### config.mk
export PLATFORM = sky130hd
export DESIGN_NAME = ring_stop
export DESIGN_NICKNAME = d
export VERILOG_FILES = /design/src/rtl/ring_stop_pkg.sv /design/src/rtl/ring_stop_arb.sv /design/src/rtl/ring_stop_fifo.sv /design/src/rtl/ring_stop.sv
export SDC_FILE = /design/constraint.sdc
export NUM_CORES = 1
export LEC_CHECK = 0
export ABC_AREA = 1
export BUFFER_PORTS_ARGS = -buffer_cell sky130_fd_sc_hd__buf_2
export CAP_MARGIN = 10
export CORE_UTILIZATION = 49
export DETAILED_ROUTE_END_ITERATION = 10
export HOLD_SLACK_MARGIN = 0.05
export PLACE_DENSITY = 0.77
export SLEW_MARGIN = 20
export SYNTH_ARGS = -nofsm -noshare
export SYNTH_HDL_FRONTEND = slang
export SYNTH_HIERARCHICAL = 1
export SYNTH_SLANG_ARGS = --single-unit
export TNS_END_PERCENT = 10
### constraint.sdc
create_clock -name clk -period 2 [get_ports clk]
set_input_delay 0.1 -clock clk [delete_from_list [all_inputs] [get_ports clk]]
set_output_delay 0.1 -clock clk [all_outputs]
set_load 0.005 [all_outputs]
### src/rtl/ring_stop_pkg.sv
package ring_stop_pkg;

    typedef enum logic [2:0] {
        ACT_IDLE,
        ACT_PASS,
        ACT_BOUNCE,
        ACT_EJECT,
        ACT_EJECT_INJECT,
        ACT_INJECT
    } act_e;

    typedef enum logic [1:0] {
        SLOT_EMPTY,
        SLOT_RING,
        SLOT_LOCAL
    } slot_e;

endpackage

### src/rtl/ring_stop_arb.sv
module ring_stop_arb
    import ring_stop_pkg::*;
#(
    parameter int NODE_ID = 0,
    parameter int ID_W    = 2
) (
    input  logic            rin_vld,
    input  logic [ID_W-1:0] rin_dest,
    input  logic            ej_full,
    input  logic            inj_vld,
    output logic            inj_rdy,
    output logic            ej_push,
    output act_e            act
);

    localparam logic [ID_W-1:0] MY_ID = ID_W'(NODE_ID);

    logic hit;

    assign hit     = rin_vld && (rin_dest == MY_ID);
    assign ej_push = hit && !ej_full;
    assign inj_rdy = !rin_vld || ej_push;

    always_comb begin
        unique case ({rin_vld, hit})
            2'b00:   act = inj_vld ? ACT_INJECT : ACT_IDLE;
            2'b10:   act = ACT_PASS;
            2'b11:   act = ej_full ? ACT_BOUNCE
                         : (inj_vld ? ACT_EJECT_INJECT : ACT_EJECT);
            default: act = ACT_IDLE;
        endcase
    end

endmodule

### src/rtl/ring_stop_fifo.sv
module ring_stop_fifo #(
    parameter int DEPTH  = 4,
    parameter int DATA_W = 8
) (
    input  logic              clk,
    input  logic              rst_n,
    input  logic              push,
    input  logic [DATA_W-1:0] push_data,
    input  logic              pop,
    output logic              full,
    output logic              not_empty,
    output logic [DATA_W-1:0] head
);

    localparam int PTR_W = (DEPTH > 1) ? $clog2(DEPTH) : 1;
    localparam int CNT_W = $clog2(DEPTH + 1);
    localparam logic [PTR_W-1:0] LAST = PTR_W'(DEPTH - 1);

    logic [DATA_W-1:0] mem [DEPTH];
    logic [PTR_W-1:0]  wr_ptr, rd_ptr;
    logic [CNT_W-1:0]  count;
    logic              do_push, do_pop;

    assign full      = (count == CNT_W'(DEPTH));
    assign not_empty = (count != '0);
    assign head      = mem[rd_ptr];
    assign do_push   = push && !full;
    assign do_pop    = pop && not_empty;

    always_ff @(posedge clk) begin
        if (!rst_n) begin
            wr_ptr <= '0;
            rd_ptr <= '0;
            count  <= '0;
        end else begin
            if (do_push) begin
                wr_ptr <= (wr_ptr == LAST) ? '0 : wr_ptr + 1'b1;
            end
            if (do_pop) begin
                rd_ptr <= (rd_ptr == LAST) ? '0 : rd_ptr + 1'b1;
            end
            if (do_push && !do_pop) begin
                count <= count + 1'b1;
            end else if (do_pop && !do_push) begin
                count <= count - 1'b1;
            end
        end
    end

    always_ff @(posedge clk) begin
        if (do_push) begin
            mem[wr_ptr] <= push_data;
        end
    end

endmodule

### src/rtl/ring_stop.sv
module ring_stop
    import ring_stop_pkg::*;
#(
    parameter int NODE_ID  = 0,
    parameter int ID_W     = 2,
    parameter int DATA_W   = 8,
    parameter int EJ_DEPTH = 4
) (
    input  logic              clk,
    input  logic              rst_n,
    input  logic              ring_in_vld,
    input  logic [ID_W-1:0]   ring_in_dest,
    input  logic [DATA_W-1:0] ring_in_data,
    output logic              ring_out_vld,
    output logic [ID_W-1:0]   ring_out_dest,
    output logic [DATA_W-1:0] ring_out_data,
    input  logic              inj_vld,
    output logic              inj_rdy,
    input  logic [ID_W-1:0]   inj_dest,
    input  logic [DATA_W-1:0] inj_data,
    output logic              ej_vld,
    input  logic              ej_rdy,
    output logic [DATA_W-1:0] ej_data
);

    act_e              act;
    slot_e             slot_q, slot_d;
    logic              ej_full;
    logic              ej_push;
    logic [ID_W-1:0]   dest_q, dest_d;
    logic [DATA_W-1:0] data_q, data_d;

    ring_stop_arb #(
        .NODE_ID (NODE_ID),
        .ID_W    (ID_W)
    ) arb_i (
        .rin_vld  (ring_in_vld),
        .rin_dest (ring_in_dest),
        .ej_full  (ej_full),
        .inj_vld  (inj_vld),
        .inj_rdy  (inj_rdy),
        .ej_push  (ej_push),
        .act      (act)
    );

    ring_stop_fifo #(
        .DEPTH  (EJ_DEPTH),
        .DATA_W (DATA_W)
    ) ej_fifo_i (
        .clk       (clk),
        .rst_n     (rst_n),
        .push      (ej_push),
        .push_data (ring_in_data),
        .pop       (ej_rdy),
        .full      (ej_full),
        .not_empty (ej_vld),
        .head      (ej_data)
    );

    // next slot contents chosen by the arbitration action
    always_comb begin
        slot_d = SLOT_EMPTY;
        dest_d = dest_q;
        data_d = data_q;
        unique case (act)
            ACT_IDLE, ACT_EJECT: begin
                slot_d = SLOT_EMPTY;
            end
            ACT_PASS, ACT_BOUNCE: begin
                slot_d = SLOT_RING;
                dest_d = ring_in_dest;
                data_d = ring_in_data;
            end
            ACT_INJECT, ACT_EJECT_INJECT: begin
                slot_d = SLOT_LOCAL;
                dest_d = inj_dest;
                data_d = inj_data;
            end
            default: begin
                slot_d = SLOT_EMPTY;
            end
        endcase
    end

    // slot state register
    always_ff @(posedge clk) begin
        if (!rst_n) begin
            slot_q <= SLOT_EMPTY;
        end else begin
            slot_q <= slot_d;
        end
    end

    always_ff @(posedge clk) begin
        dest_q <= dest_d;
        data_q <= data_d;
    end

    // outputs from slot state
    always_comb begin
        ring_out_vld  = (slot_q != SLOT_EMPTY);
        ring_out_dest = dest_q;
        ring_out_data = data_q;
    end

endmodule

== Word level (Yosys, flattened, before mapping) ==
Memory sizes are Yosys's and may differ from the RTL's. A register that Yosys moved wholly into a read port is not among the register bits.
Cells that the tools add are included.

* Register bits after elaboration: 19
* Memory bits (writable): 32
* Logic and storage cells: 54
* Memories kept: 1

{| class="wikitable"
|+ Memories
! name !! depth !! width !! rd ports !! clocked after memory_dff !! wr ports !! line !! source
|-
| ej_fifo_i.mem || 4 || 8 || 1 || 1 || 1 || ring_stop_fifo.sv:19 || <nowiki>logic [DATA_W-1:0] mem [DEPTH];</nowiki>
|}

* Add/sub/neg operators: 4
* Equality and inequality tests: 9
* Mux-type cells: 15
* Reduce and logical (&&, ||, !) cells: 19

{| class="wikitable"
|+ Operators by type and width
! operator !! count
|-
| case mux 8 bit (2 select lines) || 1
|-
| 2-to-1 mux 3 bit || 5
|-
| equality test 3 bit (second input constant) || 3
|-
| case mux 3 bit (3 select lines) || 1
|-
| equality test 2 bit (second input constant) || 4
|-
| 2-to-1 mux 2 bit || 4
|-
| case mux 2 bit (2 select lines) || 2
|-
| logical AND 1 bit || 6
|-
| nonzero test 2 bit || 3
|-
| adder 2 x 1 -> 2 bit (second input constant) || 2
|-
| zero test 1 bit || 4
|-
| zero test 2 bit || 2
|-
| OR reduction 2 bit || 2
|-
| adder 3 x 1 -> 3 bit (second input constant) || 1
|-
| equality test 3 x 1 -> 1 bit (second input constant) || 1
|-
| equality test 3 x 2 -> 1 bit (second input constant) || 1
|-
| nonzero test 3 bit || 1
|-
| subtractor 3 x 1 -> 3 bit (second input constant) || 1
|-
| 2-to-1 mux 1 bit || 2
|-
| logical OR 1 bit || 1
|}

== Depth between registers and ports, before layout ==
Gate-level depths: netlist (run 1).

* Word-level depth: 8
* Depth in mapped cells: 15

== Cells and area by module ==
The synthesis (run 1) kept the hierarchy.

{| class="wikitable"
|+ Modules (own cells, without submodules)
! module !! times used !! cells an instance !! area each (um2)
|-
| ring_stop_fifo || 1 || 147 || 1689.1
|-
| ring_stop || 1 || 56 || 540.5
|-
| ring_stop_arb || 1 || 16 || 73.8
|}

== Worst setup path after synthesis (run 1) ==
Ideal clock, no wire load.

* Path kind: register -> register
* Start point: register ej_fifo_i.count[1]
* End point: register data_q[0] (netlist: ring_out_data[0]) (enable)
* Setup time: 0.391 ns
* Arrival: 1.823 ns
* Required time: 1.609 ns
* Path slack: -0.214 ns
* Cell stages (with the launch flop): 8
* Path buffers: 0
* Period minus slack after synthesis: 2.214 ns
* Cell sequence: dfxtp_1 nor2_1 nand2_1 inv_1 inv_2 a21oi_1 nor2_1 o21ai_0

* Word-level cells in the longest chain between the ends: 6
* Elaborated cells on any way between the ends: 10
* Classes of those cells: eq/ne: 5; mux: 2; reduce/logical: 3

{| class="wikitable"
|+ RTL lines
! element !! line !! source
|-
| start, declared || ring_stop_fifo.sv:21 || <nowiki>logic [CNT_W-1:0] count;</nowiki>
|-
| start signal, assigned || ring_stop_fifo.sv:43 || <nowiki>count <= count + 1'b1;</nowiki>
|-
| start signal, assigned || ring_stop_fifo.sv:45 || <nowiki>count <= count - 1'b1;</nowiki>
|-
| equality test 3 bit * || ring_stop_fifo.sv:24 || <nowiki>assign full = (count == CNT_W'(DEPTH));</nowiki>
|-
| named net ej_full || ring_stop.sv:28 || <nowiki>logic ej_full;</nowiki>
|-
| 2-to-1 mux 3 bit * || ring_stop_arb.sv:28 || <nowiki>2'b11: act = ej_full ? ACT_BOUNCE</nowiki>
|-
| case mux 3 bit (3 select lines) * || ring_stop_arb.sv:25 || <nowiki>unique case ({rin_vld, hit})</nowiki>
|-
| named net act[1] || ring_stop.sv:26 || <nowiki>act_e act;</nowiki>
|-
| equality test 3 bit, or another cell as far along || ring_stop.sv:65 || <nowiki>unique case (act)</nowiki>
|-
| OR reduction 2 bit || ring_stop.sv:65 ||
|-
| nonzero test 2 bit (no source line) * || -- ||
|-
| end signal, assigned || ring_stop.sv:96 || <nowiki>data_q <= data_d;</nowiki>
|-
| end, declared || ring_stop.sv:31 || <nowiki>logic [DATA_W-1:0] data_q, data_d;</nowiki>
|}

Mark *: on every way through the listed nets, which the timed path passes. The rest lies on a longest branch.
A chain may end at the register's enable or synchronous reset.

== Worst setup path in the final report (run 1) ==
* Start point: register ej_fifo_i.count[1]
* End point: register ej_fifo_i.count[1]

* Word-level cells in the longest chain between the ends: 7
* Elaborated cells on any way between the ends: 15
* Classes of those cells: add/sub: 2; eq/ne: 1; mux: 2; reduce/logical: 10

{| class="wikitable"
|+ RTL lines
! element !! line !! source
|-
| equality test 3 bit * || ring_stop_fifo.sv:24 ||
|-
| named net ej_full || ring_stop.sv:28 ||
|-
| zero test 1 bit * || ring_stop_arb.sv:21 || <nowiki>assign ej_push = hit && !ej_full;</nowiki>
|-
| logical AND 1 bit * || ring_stop_arb.sv:21 ||
|-
| named net ej_push || ring_stop.sv:29 || <nowiki>logic ej_push;</nowiki>
|-
| logical AND 1 bit * || ring_stop_fifo.sv:27 || <nowiki>assign do_push = push && !full;</nowiki>
|-
| named net ej_fifo_i.do_push || ring_stop_fifo.sv:22 || <nowiki>logic do_push, do_pop;</nowiki>
|-
| zero test 1 bit || ring_stop_fifo.sv:44 || <nowiki>end else if (do_pop && !do_push) begin</nowiki>
|-
| logical AND 1 bit || ring_stop_fifo.sv:44 ||
|-
| nonzero test 2 bit (no source line) || -- ||
|}

Mark *: on every way through the listed nets, which the timed path passes. The rest lies on a longest branch. The select of a mux whose other input is x is not followed.

==> load_flow_metrics.sql, run 1 <==
INSERT INTO impl_metrics (metric_group, metric, value, unit) VALUES
('run_status', 'outcome', 'finished, violations left', ''),
('run_status', 'violations_in_the_final_reports', 'DRC', ''),
('critical_path', 'setup.worst_path.start_class', 'register', ''),
('timing', 'finalHoldViolCount', '0', ''),
('worst_hold_path', 'hold_path_end', 'ej_fifo_i/mem[3][1]', ''),
('layout', 'synthToLayoutAreaGrowth', '22.27', '%'),
('detailed_routing', 'post-route-drc-count', '8', ''),
('detailed_routing', 'drt_pass1_iterations', '7', ''),
('detailed_routing', 'wl_per_cell', '13.35', 'um'),
('global_route', 'global_route_wire_length_before_repair', '7755', 'um'),
('critical_path', 'cp.arrival', '2.07', 'ns'),
('worst_hold_path', 'hold_class', 'in -> reg', ''),
('layout', 'sequential_cell_area', '0.001484', 'sq mm'),
('detailed_routing', 'routed-via-count', '1704', ''),
('timing', 'rsz0062_at_grt', 'true', ''),
('clocking', 'numClockSinks', '53', ''),
('global_route', 'grt_antenna_before_repair', '0', ''),
('logic_synthesis', 'synth_area', '0.002303', 'sq mm'),
('global_route', 'grt_start_max_net_pins', '17', ''),
('timing', 'setup_viol', '0', ''),
('critical_path', 'critical_path_required', '2.20', 'ns'),
('floorplanning', 'fp.coreArea', '0.004444', 'sq mm'),
('timing', 'max_freq', '0.5334', 'GHz'),
('floorplanning', 'initial_standard_cell_utilization_of_the_core', '51.83', '%'),
('detailed_routing', 'drt_iter0_drc', '126', ''),
('logic_synthesis', 'synthesis.yosys.warnings', '6', ''),
('layout', 'final_layout_size_suffix_gt1_share', '28.82', '%'),
('detailed_routing', 'routed_wl', '4540', 'um'),
('floorplanning', 'die_h', '70.57', 'um'),
('layout', 'fillerInstances', '364', ''),
('global_route', 'grt.total_usage', '20.76', '%'),
('global_route', 'globalRouteOverflowTotal', '0', ''),
('timing', 'setup_ws', '0.1252', 'ns'),
('clocking', 'clk_latency', '0.30', 'ns'),
('critical_path', 'rr_startpoint', 'ej_fifo_i/count[1]', ''),
('worst_hold_path', 'timing.hold.worst_path_depth', '1', ''),
('pwr', 'power_per_cell_area', '1052', 'mW/mm^2'),
('place', 'gpl.final_weighted_congestion', '0.7673', ''),
('logic_synthesis', 'postSynthCellCount', '219', ''),
('job', 'timing.max_cap.violations', '0', ''),
('floorplanning', 'boundaryPins', '46', ''),
('logic_synthesis', 'synth_cell_types', '22', ''),
('critical_path', 'regToRegSetupSlack', '0.13', 'ns'),
('pwr', 'share_seq_of_total_power', '48.1', '%'),
('critical_path', 'timing.reg2reg.worst_path_depth', '11', ''),
('timing', 'timing.setup.tns', '0', 'ns'),
('pwr', 'power.static_leakage', '1.236', 'nW'),
('logic_synthesis', 'yosys_register_bits', '53', ''),
('floorplanning', 'fp.dieW', '70.57', 'um'),
('critical_path', 'worstReg2RegEnd', 'ej_fifo_i/count[1]', ''),
('place', 'io_buffer_count', '45', ''),
('clocking', 'htree_levels', '2', ''),
('pwr', 'p_switching', '983.4', 'uW'),
('layout', 'antenna-diode-count', '0', ''),
('logic_synthesis', 'syn_area_per_cell', '10.52', 'sq um'),
('global_route', 'vias_in_the_first_global_route', '1703', ''),
('layout', 'multi_input_comb_area', '686.9', 'sq um'),
('pwr', 'pwr-share-clk', '19.7', '%'),
('critical_path', 'worstSetupEndpointType', 'register', ''),
('place', 'place_ws', '0.01689', 'ns'),
('clocking', 'inserted_clock_buffers', '5', ''),
('logic_synthesis', 'postSynthNetCount', '251', ''),
('critical_path', 'cp_max_fo', '4', ''),
('place', 'detailed_place_hpwl', '3190', 'um'),
('detailed_routing', 'post_drt_via_cell_ratio', '5.012', ''),
('timing', 'fin_skew', '0.004782', 'ns'),
('clocking', 'cts_tree', 'built', ''),
('timing', 'worst_slew_margin_rel', '75.77', '%'),
('detailed_routing', 'drt.antenna.violating_nets', '0', ''),
('pwr', 'cell_internal_pwr', '1.979', 'mW'),
('place', 'detailed_place.area', '0.002628', 'sq mm');
per-stage QoR:
stage	power [mW]	cells	utilization, %	hold WS [ns]
CTS	2.937	337	62.70	0.05597
global route	3.188	340	63.37	0.05188
detailed placement	2.341	322	59.12	0.3381
global placement	2.297	322	59.12	0.3427
floorplan	2.010	219	-	0.1989
finish	2.962	340	63.37	0.06092
synthesized netlist by cell type, drive strengths merged:
| master | count | area (sq um) |
|---|---|---|
| edfxtp | 42 | 1261 |
| fa | 1 | 20.02 |
| a21oi | 3 | 15.01 |
| nand2 | 44 | 172.7 |
| nand3 | 12 | 60.06 |
| dfxtp | 11 | 220.2 |
| inv | 25 | 93.84 |
| ha | 6 | 75.07 |
| o22ai | 8 | 50.05 |
| nor2 | 37 | 141.4 |
| nor3 | 1 | 5.000 |
| nand4 | 1 | 6.260 |
| nand3b | 1 | 7.510 |
| buf | 5 | 48.79 |
| or2 | 1 | 6.260 |
| o21ai | 21 | 120.1 |
layer usage:
| metal | up-vias | track usage [%] | share of wire (%) |
|---|---|---|---|
| li1 | 872 | - | - |
| met1 | 769 | 25.99 | 43 |
| met2 | 56 | 34.95 | 48 |
| met3 | 7 | 3.846 | 5.9 |
| met4 | 0 | 10.44 | 2.4 |
| met5 | - | 0 | 0 |
power groups by stage:
stage          Clock, mW  Sequential, mW  Combinational, mW
2_1_floorplan          0            1.42              0.586
3_3_place_gp           0            1.45              0.851
3_5_place_dp           0            1.45              0.893
4_1_cts            0.606            1.42              0.907
5_1_grt            0.639            1.44               1.11
6_report           0.583            1.43              0.954
cell families after synthesis:
logic type | Yosys count | synth area share [%]
DFF | 53 | 64.31
and+or+nand+nor | 97 | 17.33
adders and majority gates | 7 | 4.128
AOI/OAI and AO/OA | 32 | 8.039
buffers and inverters | 30 | 6.192
registers in the layout (all words and copies together), names as in the netlist, named ones only:
| signal | cells |
|---|---|
| ej_fifo_i/wr_ptr | 2 |
| ring_out_dest | 2 |
| ej_fifo_i/rd_ptr | 2 |
| ej_fifo_i/mem | 32 |
| ring_out_data | 8 |
| slot_q | 2 |
| ej_fifo_i/count | 3 |
worst max path at each step:
stage	cells after the start	startpoint	to
finish	11	ej_fifo_i/count[1]	ej_fifo_i/count[1]
global route	11	ej_fifo_i/count[1]	ej_fifo_i/count[1]
CTS	14	ej_fifo_i/count[1]	ej_fifo_i/count[2]
detailed placement	11	ej_fifo_i/count[1]	ej_fifo_i/count[1]
global placement	15	ej_fifo_i/count[1]	ej_fifo_i/count[2]
floorplan	15	ej_fifo_i/count[1]	ej_fifo_i/count[2]
area by class of cell:
class / instances / area share [%]
Sequential cell: 53 / 52.69
Multi-Input combinational cell: 136 / 24.39
Timing Repair Buffer: 66 / 14.22
Inverter: 25 / 3.332
Clock buffer: 5 / 2.443
Tap cell: 52 / 2.310
Clock inverter: 3 / 0.6219
cell usage in the layout (no fill, tap or decap):
cell type and n:
sky130_fd_sc_hd__clkinv_4 1, sky130_fd_sc_hd__a21oi_1 3, sky130_fd_sc_hd__nand3b_1 1, sky130_fd_sc_hd__o22ai_1 8, sky130_fd_sc_hd__buf_2 45, sky130_fd_sc_hd__edfxtp_1 42
sky130_fd_sc_hd__dlygate4sd3_1 7, sky130_fd_sc_hd__buf_4 14, sky130_fd_sc_hd__fa_1 1, sky130_fd_sc_hd__dfxtp_1 9, sky130_fd_sc_hd__clkinv_2 1, sky130_fd_sc_hd__inv_2 3
sky130_fd_sc_hd__nor2_1 34, sky130_fd_sc_hd__dfxtp_2 2, sky130_fd_sc_hd__inv_1 22, sky130_fd_sc_hd__clkbuf_8 5, sky130_fd_sc_hd__nor3_1 1, sky130_fd_sc_hd__nand2_1 40
sky130_fd_sc_hd__nand3_1 12, sky130_fd_sc_hd__o21ai_0 13, sky130_fd_sc_hd__nand2_2 4, sky130_fd_sc_hd__nand4_1 1, sky130_fd_sc_hd__o21ai_2 4, sky130_fd_sc_hd__ha_1 6
sky130_fd_sc_hd__o21ai_1 4, sky130_fd_sc_hd__clkinv_1 1, sky130_fd_sc_hd__nor2_2 3, sky130_fd_sc_hd__or2_2 1
worst max-delay path: stages, from the launching register on:
cell,delay (ns)
sky130_fd_sc_hd__dfxtp_2,0.34
sky130_fd_sc_hd__nor2_2,0.14
sky130_fd_sc_hd__nand2_2,0.09
sky130_fd_sc_hd__inv_1,0.11
sky130_fd_sc_hd__nor2_2,0.05
sky130_fd_sc_hd__nand2_2,0.07
sky130_fd_sc_hd__inv_1,0.04
sky130_fd_sc_hd__ha_1,0.20
sky130_fd_sc_hd__inv_1,0.09
sky130_fd_sc_hd__fa_1,0.42
sky130_fd_sc_hd__o21ai_1,0.17
sky130_fd_sc_hd__nor2_1,0.06
timing repair:
action / CTS / global route
pin swaps: 0 / 1
gates resized for setup: 1 / 5
setup buffers: 0 / 3
endpoints found under the hold margin: 28 / 0
gates cloned: 0 / 0
hold buffers: 7 / 0
setup endpoints to repair: 2 / 15
Note: power is estimated with default switching activity, not from simulation.
==> inputs of run 2 (changes only) <==
- RECOVER_POWER: not set -> 50
==> load_flow_metrics.sql, run 2 (same netlist as run 1, synthesis figures left out) <==
INSERT INTO impl_metrics (metric_group, metric, value, unit) VALUES
('global_route', 'vias_in_the_first_global_route', '1703', ''),
('pwr', 'pwr-share-clk', '19.6', '%'),
('timing', 'fin_skew', '0.004673', 'ns'),
('floorplanning', 'initial_standard_cell_utilization_of_the_core', '51.83', '%'),
('pwr', 'power.share.combinational', '32.0', '%'),
('worst_hold_path', 'holdCritStartpoint', 'inj_data[4]', ''),
('floorplanning', 'fp.dieW', '70.57', 'um'),
('timing', 'max_freq', '0.5337', 'GHz'),
('timing', 'rsz0062_at_grt', 'true', ''),
('pwr', 'ir_drop', '0.5747', 'mV'),
('critical_path', 'cp_max_fo', '4', ''),
('critical_path', 'regToRegSetupSlack', '0.13', 'ns'),
('place', 'detailed_place_hpwl', '3190', 'um'),
('pwr', 'share_seq_of_total_power', '48.3', '%'),
('critical_path', 'critical_path_buf_inv_count', '3', ''),
('clocking', 'inserted_clock_buffers', '5', ''),
('place', 'detailed_place.area', '0.002628', 'sq mm'),
('timing', 'post-route-period-util', '93.68', '%'),
('timing', 'setup_ws', '0.1264', 'ns'),
('layout', 'most_common_cell_after_layout_fill_and_taps_aside', 'sky130_fd_sc_hd__edfxtp_1', ''),
('clocking', 'numClockSinks', '53', ''),
('global_route', 'grt_antenna_before_repair', '0', ''),
('layout', 'flip_flop_count_of_the_largest_register_after_layout', '32', ''),
('worst_hold_path', 'timing.hold.worst_path_depth', '3', ''),
('timing', 'tightest_slew', '0.3661', 'ns'),
('run_status', 'outcome', 'finished, violations left', ''),
('global_route', 'grt.total_usage', '20.76', '%'),
('job', 'timing.max_cap.violations', '0', ''),
('timing', 'worst_slew_margin_rel', '75.56', '%'),
('detailed_routing', 'wl_per_cell', '13.42', 'um'),
('critical_path', 'setup.worst_path.start_class', 'register', ''),
('run_status', 'violations_in_the_final_reports', 'DRC', ''),
('detailed_routing', 'drt_pass1_iterations', '7', ''),
('detailed_routing', 'routed-via-count', '1721', ''),
('detailed_routing', 'routed_wl', '4562', 'um'),
('critical_path', 'rr_startpoint', 'ej_fifo_i/count[1]', ''),
('critical_path', 'crit_slowest_cell', 'sky130_fd_sc_hd__fa_1', ''),
('critical_path', 'category_of_cells_accounting_for_the_largest_share_of_critical_path_delay', 'adder cells', ''),
('timing', 'timing.setup.tns', '0', 'ns'),
('detailed_routing', 'post-route-drc-count', '8', ''),
('layout', 'utilization', '62.95', '%'),
('critical_path', 'critPathMaxStageDelay', '0.42', 'ns'),
('floorplanning', 'fp.coreArea', '0.004444', 'sq mm'),
('floorplanning', 'die_area', '0.004979', 'sq mm'),
('pwr', 'power_per_cell_area', '1056', 'mW/mm^2'),
('timing', 'fin_hold_ws', '0.08507', 'ns'),
('place', 'place_ws', '0.01689', 'ns'),
('critical_path', 'critical_path_required', '2.20', 'ns'),
('pwr', 'power.static_leakage', '1.194', 'nW'),
('place', 'gpl.final_weighted_congestion', '0.7673', ''),
('detailed_routing', 'drt.antenna.violating_nets', '0', ''),
('global_route', 'globalRouteOverflowTotal', '0', ''),
('pwr', 'swShare', '33.29', '%'),
('global_route', 'global_route_wire_length_before_repair', '7755', 'um'),
('layout', 'synthToLayoutAreaGrowth', '21.46', '%'),
('detailed_routing', 'post_drt_via_cell_ratio', '5.062', ''),
('layout', 'fillerInstances', '373', ''),
('critical_path', 'worstSetupEndpointType', 'register', ''),
('worst_hold_path', 'hold_path_end', 'ring_out_data[4]', ''),
('critical_path', 'worstReg2RegEnd', 'ej_fifo_i/count[1]', ''),
('pwr', 'p_switching', '983.9', 'uW'),
('clocking', 'path_clk_slew', '0.09', 'ns'),
('layout', 'layout_common_cells', 'sky130_fd_sc_hd__edfxtp_1, sky130_fd_sc_hd__nand2_1, sky130_fd_sc_hd__nor2_1', ''),
('timing', 'finalHoldViolCount', '0', ''),
('clocking', 'clk_latency', '0.30', 'ns'),
('layout', 'final_net_count', '319', ''),
('critical_path', 'path_common_cell', 'sky130_fd_sc_hd__inv_1', ''),
('global_route', 'grt_start_max_net_pins', '17', ''),
('detailed_routing', 'drt_iter0_drc', '164', ''),
('place', 'io_buffer_count', '45', ''),
('layout', 'final_design_area_no_fill', '0.002798', 'sq mm'),
('layout', 'antenna-diode-count', '0', ''),
('timing', 'finalWorstPathRequiredPeriod', '1.874', 'ns'),
('timing', 'setup_viol', '0', ''),
('clocking', 'cts.path.max_buffers', '2', ''),
('floorplanning', 'floorplan.rows', '24', ''),
('floorplanning', 'boundaryPins', '46', ''),
('floorplanning', 'die_h', '70.57', 'um'),
('critical_path', 'cp.arrival', '2.07', 'ns'),
('clocking', 'cts_root_buffer', 'sky130_fd_sc_hd__clkbuf_8', ''),
('layout', 'final_layout_size_suffix_gt1_share', '23.61', '%'),
('critical_path', 'crit_path_cell_trace', 'nor2_2 -> nand2_2 -> inv_1 -> nor2_2 -> nand2_2 -> inv_1 -> ha_1 -> inv_1 -> fa_1 -> o21ai_1 -> nor2_1', ''),
('clocking', 'htree_levels', '2', ''),
('clocking', 'cts_tree', 'built', ''),
('worst_hold_path', 'hold_class', 'in -> reg', ''),
('pwr', 'cell_internal_pwr', '1.972', 'mW'),
('timing', 'timing.final.max_slew_violations', '0', ''),
('critical_path', 'critical_path_start_end_classification', 'reg -> reg', ''),
('critical_path', 'timing.reg2reg.worst_path_depth', '11', ''),
('layout', 'registers.top_by_ff_count', 'ej_fifo_i/mem', '');
run 2: how the worst max path moves through the flow:
stage	from	endpoint	depth (start not counted)
5_1_grt	ej_fifo_i/count[1]	ej_fifo_i/count[1]	11
3_3_place_gp	ej_fifo_i/count[1]	ej_fifo_i/count[2]	15
3_5_place_dp	ej_fifo_i/count[1]	ej_fifo_i/count[1]	11
6_report	ej_fifo_i/count[1]	ej_fifo_i/count[1]	11
4_1_cts	ej_fifo_i/count[1]	ej_fifo_i/count[2]	14
2_1_floorplan	ej_fifo_i/count[1]	ej_fifo_i/count[2]	15
run 2: metal layers:
metal  share of wire, %  up-vias  GRT usage [%]
met5                  0        -              0
met3                6.1        9          3.846
li1                   -      872              -
met4                2.9        0          10.44
met2                 47       60          34.95
met1                 44      780          25.99
run 2: power groups by stage:
stage / registers [mW] / logic, mW / clock network (mW)
floorplan: 1.42 / 0.586 / 0
global placement: 1.45 / 0.851 / 0
detailed placement: 1.45 / 0.893 / 0
CTS: 1.42 / 0.907 / 0.606
global route: 1.44 / 1.10 / 0.639
finish: 1.43 / 0.947 / 0.580
run 2: final cells by class:
cell class / instances / area, sq um / share of cell area [%]
clock inverters: 3 / 17.52 / 0.6261
repair buffers: 66 / 381.6 / 13.64
well taps: 52 / 65.06 / 2.326
clock buffers: 5 / 68.82 / 2.460
multi-input cells: 136 / 686.9 / 24.55
inverters: 25 / 93.84 / 3.354
flip-flops and latches: 53 / 1484 / 53.04
run 2: repair_timing:
action | 4_1_cts | 5_1_grt
setup buffers | 0 | 3
hold buffers | 7 | 0
endpoints found under the setup margin | 2 | 15
pin swaps | 0 | 1
gates resized for setup | 1 | 5
hold endpoints to repair | 28 | 0
run 2: metrics by stage:
stage               total power, mW  instances
finish                        2.956        340
global route                  3.182        340
CTS                           2.937        337
detailed placement            2.341        322
global placement              2.297        322
floorplan                     2.010        219
run 2: tightest hold or removal path, stage by stage:
cell and delay [ns]:
sky130_fd_sc_hd__buf_2 0.07, sky130_fd_sc_hd__nand3_1 0.06, sky130_fd_sc_hd__nand2_1 0.06
==> inputs of run 3 (changes only) <==
- RECOVER_POWER: 50 -> not set
- TNS_END_PERCENT: 10 -> 50
==> load_flow_metrics.sql, run 3 (same netlist as run 1, synthesis figures left out) <==
INSERT INTO impl_metrics (metric_group, metric, value, unit) VALUES
('layout', 'final_design_area_no_fill', '0.002819', 'sq mm'),
('timing', 'timing.final.max_slew_violations', '0', ''),
('detailed_routing', 'routed_wl', '4558', 'um'),
('clocking', 'clk_latency', '0.30', 'ns'),
('timing', 'setup_viol', '0', ''),
('pwr', 'ir_drop', '0.5751', 'mV'),
('global_route', 'grt.total_usage', '20.76', '%'),
('detailed_routing', 'post-route-drc-count', '8', ''),
('floorplanning', 'fp.coreArea', '0.004444', 'sq mm'),
('layout', 'flip_flop_count_of_the_largest_register_after_layout', '32', ''),
('clocking', 'inserted_clock_buffers', '5', ''),
('timing', 'max_freq', '0.5266', 'GHz'),
('layout', 'final_layout_size_suffix_gt1_share', '29.17', '%'),
('detailed_routing', 'drt_iter0_drc', '127', ''),
('detailed_routing', 'drt.antenna.violating_nets', '0', ''),
('critical_path', 'critical_path_required', '2.20', 'ns'),
('place', 'detailed_place_hpwl', '3190', 'um'),
('timing', 'setup_ws', '0.1009', 'ns'),
('floorplanning', 'die_area', '0.004979', 'sq mm'),
('timing', 'fin_skew', '0.006198', 'ns'),
('critical_path', 'worstSetupEndpointType', 'register', ''),
('job', 'timing.max_cap.violations', '0', ''),
('clocking', 'path_clk_slew', '0.09', 'ns'),
('place', 'gpl.final_weighted_congestion', '0.7673', ''),
('floorplanning', 'floorplan.rows', '24', ''),
('detailed_routing', 'wl_per_cell', '13.41', 'um'),
('place', 'io_buffer_count', '45', ''),
('detailed_routing', 'routed-via-count', '1700', ''),
('timing', 'timing.setup.tns', '0', 'ns'),
('critical_path', 'cp.arrival', '2.10', 'ns'),
('global_route', 'globalRouteOverflowTotal', '0', ''),
('layout', 'synthToLayoutAreaGrowth', '22.38', '%'),
('clocking', 'htree_levels', '2', ''),
('global_route', 'global_route_wire_length_before_repair', '7755', 'um'),
('global_route', 'grt_antenna_before_repair', '0', ''),
('timing', 'finalWorstPathRequiredPeriod', '1.899', 'ns'),
('floorplanning', 'boundaryPins', '46', ''),
('pwr', 'power.static_leakage', '1.235', 'nW'),
('clocking', 'numClockSinks', '53', ''),
('floorplanning', 'die_h', '70.57', 'um'),
('run_status', 'outcome', 'finished, violations left', ''),
('timing', 'worst_slew_margin_rel', '76.10', '%'),
('layout', 'most_common_cell_after_layout_fill_and_taps_aside', 'sky130_fd_sc_hd__buf_2', ''),
('timing', 'tightest_slew', '0.3580', 'ns'),
('critical_path', 'critical_path_start_end_classification', 'reg -> reg', ''),
('floorplanning', 'initial_standard_cell_utilization_of_the_core', '51.83', '%'),
('timing', 'post-route-period-util', '94.96', '%'),
('clocking', 'cts.path.max_buffers', '2', ''),
('pwr', 'power_per_cell_area', '1053', 'mW/mm^2'),
('critical_path', 'setup.worst_path.start_class', 'register', ''),
('critical_path', 'cp_max_fo', '4', ''),
('detailed_routing', 'drt_pass1_iterations', '7', ''),
('place', 'place_ws', '0.01689', 'ns'),
('layout', 'fillerInstances', '363', ''),
('layout', 'layout_common_cells', 'sky130_fd_sc_hd__buf_2, sky130_fd_sc_hd__edfxtp_1, sky130_fd_sc_hd__nand2_1', ''),
('clocking', 'cts_root_buffer', 'sky130_fd_sc_hd__clkbuf_8', ''),
('layout', 'final_net_count', '319', ''),
('place', 'detailed_place.area', '0.002628', 'sq mm'),
('layout', 'registers.top_by_ff_count', 'ej_fifo_i/mem', ''),
('global_route', 'vias_in_the_first_global_route', '1703', ''),
('detailed_routing', 'post_drt_via_cell_ratio', '5.000', ''),
('timing', 'finalHoldViolCount', '0', ''),
('global_route', 'grt_start_max_net_pins', '17', ''),
('floorplanning', 'fp.dieW', '70.57', 'um'),
('layout', 'antenna-diode-count', '0', ''),
('clocking', 'cts_tree', 'built', ''),
('worst_hold_path', 'hold_class', 'in -> reg', ''),
('run_status', 'violations_in_the_final_reports', 'DRC', '');
## run 3: routing by layer
metal | track usage, % | wire [um] | up-vias
met5 | 0 | 0 | -
met4 | 10.44 | 111 | 0
met3 | 3.846 | 220 | 7
met2 | 34.95 | 2226 | 56
met1 | 25.99 | 1999 | 766
li1 | - | - | 871
## run 3: cell type report
class                      instances  area [sq um]  share of cell area [%]
tap                               52         65.06                   2.308
clock inverter                     3         17.52                  0.6214
timing repair buffer              66         400.4                   14.20
sequential                        53          1484                   52.64
clock buffer                       5         68.82                   2.441
multi-input combinational        136         689.4                   24.46
inverter                          25         93.84                   3.329
## run 3: worst max-delay path, cell delays in order (launching register included)
cell and delay [ns]:
sky130_fd_sc_hd__dfxtp_2 0.33, sky130_fd_sc_hd__nor2_2 0.14, sky130_fd_sc_hd__nand2_2 0.09, sky130_fd_sc_hd__inv_1 0.11
sky130_fd_sc_hd__nor2_2 0.05, sky130_fd_sc_hd__nand2_2 0.08, sky130_fd_sc_hd__inv_1 0.04, sky130_fd_sc_hd__ha_1 0.20
sky130_fd_sc_hd__inv_1 0.09, sky130_fd_sc_hd__fa_2 0.44, sky130_fd_sc_hd__o21ai_1 0.17, sky130_fd_sc_hd__nor2_1 0.06
## run 3: final timing paths
path,from,end,slack [ns],depth (start not counted)
max,ej_fifo_i/count[1],ej_fifo_i/count[1],0.10,11
min,ring_in_data[1],ej_fifo_i/mem[3][1],0.06,1
max reg2reg,ej_fifo_i/count[1],ej_fifo_i/count[1],0.10,11
min reg2reg,ej_fifo_i/count[0],ej_fifo_i/count[0],0.49,2
## run 3: metrics by stage
| step | hold WS [ns] | cells | util (%) | power, mW |
|---|---|---|---|---|
| final | 0.06124 | 340 | 63.43 | 2.967 |
| after global routing | 0.05188 | 340 | 63.43 | 3.190 |
| after CTS | 0.05597 | 337 | 62.70 | 2.937 |
| after detailed placement | 0.3381 | 322 | 59.12 | 2.341 |
| after global placement | 0.3427 | 322 | 59.12 | 2.297 |
| after floorplan | 0.1989 | 219 | - | 2.010 |
## run 3: timing repair
| item | CTS | global route |
|---|---|---|
| gates resized for setup | 1 | 6 |
| hold buffers | 7 | 0 |
| setup endpoints to repair | 2 | 15 |
| pin swaps | 0 | 1 |
| hold endpoints to repair | 28 | 0 |
| setup buffers | 0 | 3 |
## run 3: where the power goes
part | total [mW] | internal [mW] | switching [mW]
Combinational | 0.958 | 0.413 | 0.545
Clock | 0.584 | 0.243 | 0.341
Sequential | 1.43 | 1.33 | 0.0995
Total | 2.97 | 1.98 | 0.986
